[config.mk]
export PLATFORM = sky130hd
export DESIGN_NAME = xlat_tlb
export DESIGN_NICKNAME = d
export VERILOG_FILES = /design/src/rtl/xlat_tlb_pkg.sv /design/src/rtl/xlat_tlb_lock.sv /design/src/rtl/xlat_tlb_free.sv /design/src/rtl/xlat_tlb_match.sv /design/src/rtl/xlat_tlb.sv
export SDC_FILE = /design/constraint.sdc
export NUM_CORES = 1
export LEC_CHECK = 0
export ABC_AREA = 1
export ABC_CLOCK_PERIOD_IN_PS = 3050
export BUFFER_PORTS_ARGS = -buffer_cell sky130_fd_sc_hd__buf_2
export CORE_AREA = 3 3 213 215
export CTS_BUF_LIST = sky130_fd_sc_hd__clkbuf_8
export CTS_CLUSTER_DIAMETER = 150
export DETAILED_ROUTE_END_ITERATION = 8
export DIE_AREA = 0 0 216 218
export PLACE_DENSITY = 0.87
export SYNTH_ARGS = -nofsm -noshare
export SYNTH_HDL_FRONTEND = slang
export SYNTH_SLANG_ARGS = --single-unit
export TNS_END_PERCENT = 50
[constraint.sdc]
create_clock -name clk -period 3.05 [get_ports clk]
set_clock_uncertainty 0.05 [all_clocks]
set_input_delay 0.4575 -clock clk [delete_from_list [all_inputs] [get_ports clk]]
set_output_delay 0.4575 -clock clk [all_outputs]
set_load 0.005 [all_outputs]
[src/rtl/xlat_tlb_pkg.sv]
package xlat_tlb_pkg;

    localparam int ADDR_W   = 32;
    localparam int PAGE_LSB = 12;
    localparam int TAG_W    = ADDR_W - PAGE_LSB;
    localparam int ATTR_W   = PAGE_LSB;

    typedef enum logic [1:0] {
        PG_1M  = 2'd0,
        PG_64K = 2'd1,
        PG_4K  = 2'd2,
        PG_16M = 2'd3
    } pgsz_e;

    typedef enum logic [2:0] {
        OP_LOAD      = 3'd0,
        OP_FLUSH_ONE = 3'd1,
        OP_FLUSH_ALL = 3'd2,
        OP_READ      = 3'd3,
        OP_LOCK_WR   = 3'd4
    } op_e;

    typedef struct packed {
        logic              vld;
        logic [TAG_W-1:0]  vtag;
        pgsz_e             sz;
        logic [TAG_W-1:0]  pbase;
        logic [ATTR_W-1:0] attr;
    } entry_t;

    // Mask over the page-number bits that take part in the tag compare.
    function automatic logic [TAG_W-1:0] tag_mask(pgsz_e sz);
        logic [TAG_W-1:0] m;
        case (sz)
            PG_4K:   m = {TAG_W{1'b1}};
            PG_64K:  m = {{(TAG_W-4){1'b1}}, 4'h0};
            PG_1M:   m = {{(TAG_W-8){1'b1}}, 8'h0};
            default: m = {{(TAG_W-12){1'b1}}, 12'h0};
        endcase
        return m;
    endfunction

    function automatic entry_t make_entry(logic [ADDR_W-1:0] cam, logic [ADDR_W-1:0] ram);
        entry_t e;
        e.vld   = 1'b1;
        e.vtag  = cam[ADDR_W-1:PAGE_LSB];
        e.sz    = pgsz_e'(cam[1:0]);
        e.pbase = ram[ADDR_W-1:PAGE_LSB];
        e.attr  = ram[ATTR_W-1:0];
        return e;
    endfunction

    function automatic logic [ADDR_W-1:0] cam_word(entry_t e);
        return {e.vtag, {(PAGE_LSB-3){1'b0}}, e.vld, e.sz};
    endfunction

    function automatic logic [ADDR_W-1:0] ram_word(entry_t e);
        return {e.pbase, e.attr};
    endfunction

endpackage

[src/rtl/xlat_tlb_lock.sv]
module xlat_tlb_lock
    #(parameter int NUM_ENTRIES = 8,
      parameter int CNT_W       = $clog2(NUM_ENTRIES + 1))
    (
    input  logic             clk,
    input  logic             rst,
    input  logic             do_flush_all,
    input  logic             do_lock_wr,
    input  logic [CNT_W-1:0] wr_base,
    input  logic [CNT_W-1:0] wr_victim,
    input  logic             do_pin,
    input  logic             do_norm,
    input  logic [CNT_W-1:0] norm_slot,
    output logic [CNT_W-1:0] base_q,
    output logic [CNT_W-1:0] victim_q
    );

    localparam logic [CNT_W-1:0] FULL = CNT_W'(NUM_ENTRIES);

    function automatic logic [CNT_W-1:0] clamp(logic [CNT_W-1:0] v);
        return (v > FULL) ? FULL : v;
    endfunction

    logic [CNT_W-1:0] after_slot;
    logic [CNT_W-1:0] base_inc;

    assign after_slot = CNT_W'(norm_slot + 1'b1);
    assign base_inc   = CNT_W'(base_q + 1'b1);

    always_ff @(posedge clk) begin
        if (rst) begin
            base_q   <= '0;
            victim_q <= '0;
        end else if (do_flush_all) begin
            base_q   <= '0;
            victim_q <= '0;
        end else if (do_lock_wr) begin
            base_q   <= clamp(wr_base);
            victim_q <= clamp(wr_victim);
        end else if (do_pin) begin
            base_q   <= base_inc;
            victim_q <= base_inc;
        end else if (do_norm) begin
            victim_q <= (after_slot == FULL) ? base_q : after_slot;
        end
    end

endmodule

[src/rtl/xlat_tlb_free.sv]
module xlat_tlb_free
    #(parameter int NUM_ENTRIES = 8,
      parameter int CNT_W       = $clog2(NUM_ENTRIES + 1))
    (
    input  logic [NUM_ENTRIES-1:0] vld,
    output logic                   any_free,
    output logic [CNT_W-1:0]       free_idx
    );

    always_comb begin
        any_free = 1'b0;
        free_idx = '0;
        for (int i = NUM_ENTRIES - 1; i >= 0; i--) begin
            if (!vld[i]) begin
                any_free = 1'b1;
                free_idx = CNT_W'(i);
            end
        end
    end

endmodule

[src/rtl/xlat_tlb_match.sv]
module xlat_tlb_match
    import xlat_tlb_pkg::*;
    #(parameter int NUM_ENTRIES = 8)
    (
    input  logic                         clk,
    input  logic                         rst,
    input  logic                         lk_valid,
    input  logic [ADDR_W-1:0]            lk_addr,
    input  entry_t [NUM_ENTRIES-1:0]     ents,
    output logic                         lk_done,
    output logic                         lk_hit,
    output logic [ADDR_W-1:0]            lk_paddr,
    output logic [1:0]                   lk_size
    );

    logic [NUM_ENTRIES-1:0]  hits;
    logic [ADDR_W-1:0]       pa_vec [NUM_ENTRIES];
    logic [TAG_W-1:0]        vpn;

    assign vpn = lk_addr[ADDR_W-1:PAGE_LSB];

    for (genvar g = 0; g < NUM_ENTRIES; g++) begin : g_cmp
        logic [TAG_W-1:0] m;
        assign m         = tag_mask(ents[g].sz);
        assign hits[g]   = ents[g].vld && ((vpn & m) == (ents[g].vtag & m));
        assign pa_vec[g] = {(ents[g].pbase & m) | (vpn & ~m), lk_addr[PAGE_LSB-1:0]};
    end

    logic              sel_hit;
    logic [ADDR_W-1:0] sel_pa;
    logic [1:0]        sel_sz;

    always_comb begin
        sel_hit = 1'b0;
        sel_pa  = '0;
        sel_sz  = '0;
        for (int i = NUM_ENTRIES - 1; i >= 0; i--) begin
            if (hits[i]) begin
                sel_hit = 1'b1;
                sel_pa  = pa_vec[i];
                sel_sz  = ents[i].sz;
            end
        end
    end

    always_ff @(posedge clk) begin
        if (rst) begin
            lk_done  <= 1'b0;
            lk_hit   <= 1'b0;
            lk_paddr <= '0;
            lk_size  <= '0;
        end else begin
            lk_done  <= lk_valid;
            lk_hit   <= lk_valid && sel_hit;
            lk_paddr <= lk_valid ? sel_pa : '0;
            lk_size  <= lk_valid ? sel_sz : '0;
        end
    end

endmodule

[src/rtl/xlat_tlb.sv]
module xlat_tlb
    import xlat_tlb_pkg::*;
    #(parameter int NUM_ENTRIES = 8,
      localparam int CNT_W      = $clog2(NUM_ENTRIES + 1))
    (
    input  logic             clk,
    input  logic             rst,
    input  logic             cmd_valid,
    input  logic [2:0]       cmd_op,
    input  logic [31:0]      cmd_cam,
    input  logic [31:0]      cmd_ram,
    input  logic             cmd_preserve,
    input  logic [CNT_W-1:0] cmd_base,
    input  logic [CNT_W-1:0] cmd_victim,
    output logic             cmd_busy,
    output logic             rd_valid,
    output logic [31:0]      rd_cam,
    output logic [31:0]      rd_ram,
    output logic [CNT_W-1:0] lock_base,
    output logic [CNT_W-1:0] lock_victim,
    input  logic             lk_valid,
    input  logic [31:0]      lk_addr,
    output logic             lk_done,
    output logic             lk_hit,
    output logic [31:0]      lk_paddr,
    output logic [1:0]       lk_size
    );

    localparam logic [CNT_W-1:0] FULL = CNT_W'(NUM_ENTRIES);

    entry_t [NUM_ENTRIES-1:0] ent_q;
    logic   [NUM_ENTRIES-1:0] vld_vec;

    for (genvar g = 0; g < NUM_ENTRIES; g++) begin : g_vld
        assign vld_vec[g] = ent_q[g].vld;
    end

    // Command decode
    logic is_load, is_flush_one, is_flush_all, is_read, is_lock_wr;
    assign is_load      = cmd_valid && (cmd_op == OP_LOAD);
    assign is_flush_one = cmd_valid && (cmd_op == OP_FLUSH_ONE);
    assign is_flush_all = cmd_valid && (cmd_op == OP_FLUSH_ALL);
    assign is_read      = cmd_valid && (cmd_op == OP_READ);
    assign is_lock_wr   = cmd_valid && (cmd_op == OP_LOCK_WR);

    logic             any_free;
    logic [CNT_W-1:0] free_idx;

    xlat_tlb_free #(.NUM_ENTRIES(NUM_ENTRIES), .CNT_W(CNT_W)) u_free (
        .vld      (vld_vec),
        .any_free (any_free),
        .free_idx (free_idx)
    );

    logic             pin_full;
    logic             load_ok;
    logic             do_pin;
    logic             do_norm;
    logic [CNT_W-1:0] wr_slot;
    entry_t           new_ent;

    assign pin_full = (lock_base == FULL);
    assign load_ok  = is_load && !pin_full && (cmd_preserve || any_free);
    assign do_pin   = load_ok && cmd_preserve;
    assign do_norm  = load_ok && !cmd_preserve;
    assign wr_slot  = cmd_preserve ? lock_base : free_idx;
    assign new_ent  = make_entry(cmd_cam, cmd_ram);

    xlat_tlb_lock #(.NUM_ENTRIES(NUM_ENTRIES), .CNT_W(CNT_W)) u_lock (
        .clk          (clk),
        .rst          (rst),
        .do_flush_all (is_flush_all),
        .do_lock_wr   (is_lock_wr),
        .wr_base      (cmd_base),
        .wr_victim    (cmd_victim),
        .do_pin       (do_pin),
        .do_norm      (do_norm),
        .norm_slot    (free_idx),
        .base_q       (lock_base),
        .victim_q     (lock_victim)
    );

    // Entry storage
    always_ff @(posedge clk) begin
        if (rst) begin
            ent_q <= '0;
        end else if (is_flush_all) begin
            for (int i = 0; i < NUM_ENTRIES; i++) begin
                ent_q[i].vld <= 1'b0;
            end
        end else begin
            for (int i = 0; i < NUM_ENTRIES; i++) begin
                if (load_ok && (wr_slot == CNT_W'(i))) begin
                    ent_q[i] <= new_ent;
                end else if (is_flush_one && (lock_victim == CNT_W'(i))) begin
                    ent_q[i].vld <= 1'b0;
                end
            end
        end
    end

    // Read-back selection; victim equal to the entry count selects nothing
    entry_t rd_sel;
    always_comb begin
        rd_sel = '0;
        for (int i = 0; i < NUM_ENTRIES; i++) begin
            if (lock_victim == CNT_W'(i)) begin
                rd_sel = ent_q[i];
            end
        end
    end

    always_ff @(posedge clk) begin
        if (rst) begin
            cmd_busy <= 1'b0;
            rd_valid <= 1'b0;
            rd_cam   <= '0;
            rd_ram   <= '0;
        end else begin
            cmd_busy <= is_load && !load_ok;
            rd_valid <= is_read;
            if (is_read) begin
                rd_cam <= cam_word(rd_sel);
                rd_ram <= ram_word(rd_sel);
            end
        end
    end

    xlat_tlb_match #(.NUM_ENTRIES(NUM_ENTRIES)) u_match (
        .clk      (clk),
        .rst      (rst),
        .lk_valid (lk_valid),
        .lk_addr  (lk_addr),
        .ents     (ent_q),
        .lk_done  (lk_done),
        .lk_hit   (lk_hit),
        .lk_paddr (lk_paddr),
        .lk_size  (lk_size)
    );

endmodule

==> flow_summary_export.csv, run 1 <==
group,metric,value,unit
outcome,status,"complete, no violations",
setup_path,crit_top_cell,"nand2_1",
sta,setup_slack,0.1879,ns
global_routing,grt_max_degree,228,
setup_path,worstPathArrival,3.36,ns
sta,final-setup-viol-count,0,
cts,cts_tree,"yes",
cts,htreeDepth,3,
sta,rsz0062_at_grt,"no",
global_routing,antenna_found_initial,13,
route,firstDrtPassIters,6,
route,num_vias,28120,
synth,ys_seq_elements,541,
sta,final_max_slew_viol_count,0,
sta,period_share,0.9384,
floorplanning,die_w,216,um
setup_path,cpPeakStageDelay,0.39,ns
setup_path,cpMaxStageDelayCell,"ha_1",
global_routing,track_usage,0.3864,
synth,synth_cells,3906,
sta,hold_violations,0,
power_and_ir_drop,static-leakage-power,11.57,nW
setup_path,required,3.55,ns
setup_path,setup.worst_path.start_class,"flip-flop",
synth,ys_seq_area_frac,0.4003,
cts,cts.sinks,541,
route,antenna_left,0,
floorplanning,pin_count,222,
floorplanning,chipHeight,218,um
global_routing,grt_pass1_vias,26530,
route,wl_per_cell,19.85,um
setup_path,path_buf_inv,3,
synth,ys_async_sr_fraction,0,
cts,cts_root_buffer,"clkbuf_8",
route,wl_met2,40.02,mm
cells_and_area,area_growth,12.70,%
sta,fmax,349.4,MHz
power_and_ir_drop,irDropWorstVdd,0.0003290,V
sta,max_slew_margin,0.3149,
cells_and_area,drive_gt1_frac,0.1220,
route,routedLengthMet1,34.77,mm
sta,tightest_slew,1.028,ns
route,dr.max_layer_used,"met5",
floorplanning,start_util,0.6159,
power_and_ir_drop,pwr_density_cell,487.7,nW/um^2
cells_and_area,fillers,3687,
placement,portBuffers,202,
setup_path,path_delay_family,"simple AND/OR/NAND/NOR gates",
cts,clk_latency,0.71,ns
setup_path,path_max_fanout,22,
route,drtIter0Drc,3772,
cts,numCtsBuffers,88,
setup_path,endpoint_kind,"flip-flop",
sta,tns,0,ns
synth,synthDistinctLibCells,49,
route,viasPerCell,5.973,
setup_path,path_cells,"inv_1 > ha_1 > inv_2 > nand3_1 > nand2_1 > nor2_1 > nand2_1 > nor2_4 > nand3_4 > buf_4 > nand2_1 > nor2_1 > nand3_1 > nand2_1 > nor2_1",
synth,avgSynthCellArea,6.927,um^2
route,met3WireLength,12.24,mm
setup_path,crit_type,"reg -> reg",
route,wl,93.43,mm
flow_run,maxCapViolations,0,
worst_hold_path,hold_class,"in -> reg",
cts,cts_setup_buffers,0,
cells_and_area,final_nets,4164,
cts,cts.clk_slew.worst_paths,0.06,ns
floorplanning,core_area,43930,um^2
placement,place_ws,0.1985,ns
floorplanning,rows,77,
cts,clk_path_buf_depth,3,
sta,fin_crit,2.862,ns
global_routing,overflow,0,
synth,synth_ff_type,"dfxtp_1",
route,post-route-drc-count,0,
global_routing,grt_pass1_wl,144.5,mm
synth,syn-cell-area,27060,um^2
floorplanning,dieArea,47090,um^2
sta,worst_hold_slack,0.03786,ns
placement,place_hpwl,60.06,mm
synth,synth_edf_count,0,
synth,synth_warnings,0,
placement,gp_congestion,0.9928,
tightest hold or removal path: cells and delay by family:
| family | cells | cell delay, ns |
|---|---|---|
| buffers and inverters | 1 | 0.14 |
| AND/OR/NAND/NOR | 1 | 0.09 |
| AO/OA/AOI/OAI | 1 | 0.06 |
metrics by stage:
step                      cell area, um^2  utilization  power [mW]  std cells
after floorplan                     27090            -       7.893       3914
after global placement              28420       0.6469       8.252       4519
after detailed placement            28420       0.6469       8.271       4519
after CTS                           30460       0.6934       14.83       4698
after global routing                30480       0.6938       15.29       4702
final                               30500       0.6942       14.87       4708
layout by cell type, fill, tap and decap left out, types with 27 or more instances in the layout:
| cell | n |
|---|---|
| inv_1 | 506 |
| nand3_1 | 117 |
| clkbuf_8 | 115 |
| nor2_1 | 318 |
| nor4_1 | 32 |
| o22ai_1 | 78 |
| o2111ai_1 | 57 |
| o21ai_0 | 515 |
| xnor2_1 | 51 |
| buf_4 | 88 |
| a21oi_1 | 573 |
| o211ai_1 | 32 |
| nand2_1 | 611 |
| xor2_1 | 27 |
| dfxtp_1 | 541 |
| buf_2 | 201 |
power by group:
group / leakage, nW / switching, mW / internal [mW] / total (mW)
clock: 1.09 / 3.04 / 3.64 / 6.69
combinational: 6.12 / 0.727 / 0.319 / 1.05
sequential: 4.36 / 0.0266 / 7.11 / 7.14
synthesized netlist by cell type, drive strengths merged (2+ instances only):
library cell,number,area share
nor2,328,0.049
nand3,125,0.026
a21oi,577,0.11
o211ai,32,0.0089
nand3b,6,0.0017
buf,126,0.030
dfxtp,541,0.40
nand4,23,0.0053
o2111ai,57,0.018
nor3,27,0.0052
o21ai,541,0.10
o22ai,78,0.018
o221ai,2,0.00065
nor4,32,0.0074
xor2,27,0.0087
inv,493,0.068
a31oi,19,0.0046
nand2,624,0.088
o21bai,3,0.00083
clkbuf,167,0.023
xnor2,51,0.017
clkinv,2,0.00028
ha,19,0.0088
what timing repair did:
action / CTS / global route
resized for setup: 0 / 3
hold buffers: 16 / 0
hold endpoints to repair: 16 / 0
setup endpoints to repair: 0 / 16
logic make-up (layout without fill, tap and decap cells):
logic type / Yosys count / after routing / synth area share
AO/OA/AOI/OAI: 1311 / 1311 / 0.2609
XOR/XNOR: 78 / 78 / 0.02525
adder cells (fa/ha/maj): 19 / 19 / 0.008786
buffers and inverters: 788 / 980 / 0.1218
flip-flops: 541 / 541 / 0.4003
other: 1 / 19 / 0.0001386
AND/OR/NAND/NOR: 1168 / 1168 / 0.1828
path summary, 6_finish.rpt:
check	cells after the start	start	slack, ns	to
worst max-delay path	15	ent_q[362]$_SDFFE_PP0P_	0.19	u_match.lk_paddr[3]$_SDFF_PP0_
worst min-delay path	3	cmd_ram[10]	0.04	ent_q[340]$_SDFFE_PP0P_
worst min register to register	2	ent_q[394]$_SDFFE_PP0P_	0.40	ent_q[394]$_SDFFE_PP0P_
worst max register to register	15	ent_q[362]$_SDFFE_PP0P_	0.19	u_match.lk_paddr[3]$_SDFF_PP0_
final cells by class:
cell class | count | area, um^2 | share of cell area
antenna | 10 | 25.02 | 0.0008206
tap | 592 | 740.7 | 0.02429
inverter | 495 | 1868 | 0.06126
sequential | 541 | 10830 | 0.3551
timing repair buffer | 322 | 2158 | 0.07078
clock buffer | 115 | 1583 | 0.05190
multi-input combinational | 2585 | 12990 | 0.4260
clock inverter | 48 | 297.8 | 0.009765
flip-flops by register name, summed over array words and instances, names as in the netlist:
name              flops
cmd_busy              1
u_match.lk_done       1
rd_cam               23
u_match.lk_paddr     32
ent_q               440
u_lock.victim_q       4
rd_valid              1
u_lock.base_q         4
rd_ram               32
u_match.lk_hit        1
u_match.lk_size       2
layer usage:
metal	up-vias	GRT usage
met1	12520	0.4882
met4	12	0.2412
met2	1945	0.5902
met3	474	0.1025
met5	-	0
li1	13170	-
(Power assumes the default switching activity.)
==> run 2, diff against run 1 <==
ABC_CLOCK_PERIOD_IN_PS = unset   (was 3050)
CORE_AREA = 3 3 333 335   (was 3 3 213 215)
DIE_AREA = 0 0 336 338   (was 0 0 216 218)
PLACE_DENSITY = 0.45   (was 0.87)
==> flow_summary_export.csv, run 2 (synthesis gave the netlist of run 1 again) <==
group,metric,value,unit
global_routing,overflow,0,
power_and_ir_drop,static-leakage-power,12.05,nW
sta,final_max_slew_viol_count,0,
cts,cts_setup_buffers,0,
placement,post-place-cells,5373,
cells_and_area,largest_register_ffs,440,
floorplanning,pin_count,222,
global_routing,grt_use_met3,0.04385,
sta,tns,0,ns
sta,max_slew_margin,0.4343,
route,num_vias,26910,
cts,cts.clk_slew.worst_paths,0.06,ns
global_routing,track_usage,0.2011,
placement,portBuffers,202,
floorplanning,start_util,0.2496,
cts,cts.sinks,541,
route,drtIter0Drc,2087,
cells_and_area,drive_gt1_frac,0.1319,
outcome,status,"complete, no violations",
flow_run,maxCapViolations,0,
floorplanning,rows,121,
floorplanning,chipHeight,338,um
sta,fmax,354.9,MHz
floorplanning,dieArea,113600,um^2
setup_path,endpoint_kind,"flip-flop",
sta,period_share,0.9239,
setup_path,required,3.69,ns
cells_and_area,layout_commonest_cell,"nand2_1",
sta,tightest_slew,0.8486,ns
floorplanning,die_w,336,um
cells_and_area,instances_no_fill,5607,
global_routing,antenna_found_initial,12,
cts,clk_path_buf_depth,3,
route,antenna_left,0,
power_and_ir_drop,p_total,15.88,mW
route,post-route-drc-count,0,
route,firstDrtPassIters,5,
cells_and_area,regArea,10830,um^2
cts,cts_root_buffer,"clkbuf_8",
cts,clk_latency,0.75,ns
cells_and_area,fillers,11990,
placement,gp_congestion,0.8857,
placement,place_area,29840,um^2
global_routing,grtUsageMet1,0.2663,
route,wl_per_cell,20.84,um
global_routing,grt_pass1_vias,25610,
sta,final-setup-viol-count,0,
cells_and_area,multiInputGateArea,13000,um^2
cells_and_area,layout_common_cells,"611 x nand2_1, 573 x a21oi_1, 541 x dfxtp_1",
worst_hold_path,hold_class,"in -> reg",
cells_and_area,area_growth,20.23,%
setup_path,worstPathArrival,3.46,ns
global_routing,grt-busiest-layer,"met2",
floorplanning,core_area,108400,um^2
setup_path,path_max_fanout,21,
global_routing,grt_max_degree,173,
power_and_ir_drop,irDropWorstVdd,0.0002807,V
sta,rsz0062_at_grt,"no",
sta,hold_violations,0,
cts,htreeDepth,3,
cells_and_area,reg_top3,"ent_q x440, rd_ram x32, u_match.lk_paddr x32",
route,wl,116.8,mm
global_routing,grt_pass1_wl,170.9,mm
setup_path,setup.worst_path.start_class,"flip-flop",
global_routing,grt_util_met2,0.3265,
setup_path,crit_type,"reg -> reg",
cells_and_area,regMostFlops,"ent_q",
cts,cts_tree,"yes",
cells_and_area,final_nets,4244,
cells_and_area,postLayoutCellArea,32530,um^2
cts,numCtsBuffers,101,
route,viasPerCell,4.799,
power_and_ir_drop,pwr_density_cell,488.1,nW/um^2
sta,fin_crit,2.818,ns
placement,place_hpwl,78.06,mm
==> run 2: changes by cell type in the layout (fill, tap and decap cells not counted), sizes merged <==
cell         previous run  this run
bufinv                  3         2
clkinv                 10         7
clkinvlp                1         2
dlygate4sd3            16        51
clkbuf                115       139
inv                   529       526
buf                   306       338
diode                  10         2
==> run 2: worst paths after layout <==
path / slack [ns] / from / endpoint / depth (start not counted)
max: 0.23 / ent_q[418]$_SDFFE_PP0P_ / u_match.lk_paddr[23]$_SDFF_PP0_ / 17
min: 0.05 / cmd_cam[26] / ent_q[48]$_SDFFE_PP0P_ / 3
max reg2reg: 0.23 / ent_q[418]$_SDFFE_PP0P_ / u_match.lk_paddr[23]$_SDFF_PP0_ / 17
min reg2reg: 0.39 / ent_q[275]$_SDFFE_PP0P_ / ent_q[275]$_SDFFE_PP0P_ / 2
==> run 2: repair_timing <==
action,4_1_cts,5_1_grt
hold buffers,51,0
hold endpoints to repair,71,0
resized for setup,0,1
setup endpoints to repair,0,12
==> run 2: metrics by stage <==
stage | hold slack (ns) | util | setup WS, ns
floorplan | 0.3737 | - | 0.8885
finish | 0.05473 | 0.3001 | 0.2322
global placement | 0.3826 | 0.2753 | 0.1488
detailed placement | 0.3869 | 0.2753 | 0.1480
global route | 0.03643 | 0.3001 | 0.04226
CTS | 0.0007345 | 0.3000 | 0.1969
==> run 2: worst max-delay path, cell delays in order (launching register included) <==
cell,delay (ns)
dfxtp_1,0.39
ha_1,0.32
inv_1,0.20
nand3_1,0.12
nand2_1,0.07
nor2_1,0.13
nand2_1,0.11
nor2_1,0.12
nand3_2,0.21
a21oi_4,0.24
buf_12,0.20
nand2_1,0.07
nand2_1,0.06
nand2_1,0.05
nand2_1,0.06
nand2_1,0.06
a21oi_1,0.13
buf_4,0.14
==> run 2: layer usage <==
layer,part of all wire,up-vias
met2,0.45,876
li1,-,13350
met3,0.068,201
met5,0.00060,-
met4,0.029,12
met1,0.45,12470
==> run 2: power breakdown <==
group	internal, mW	total, mW	switching (mW)
logic	0.365	1.16	0.795
clock network	4.21	7.58	3.37
registers	7.11	7.14	0.0258
==> run 2: layout make-up <==
cell class                 count  area share
antenna                        2   0.0001538
clock buffer                 139     0.05881
clock inverter                42    0.007846
inverter                     495     0.05742
multi-input combinational   2585      0.3995
sequential                   541      0.3329
tap                         1414     0.05438
timing repair buffer         389     0.08900
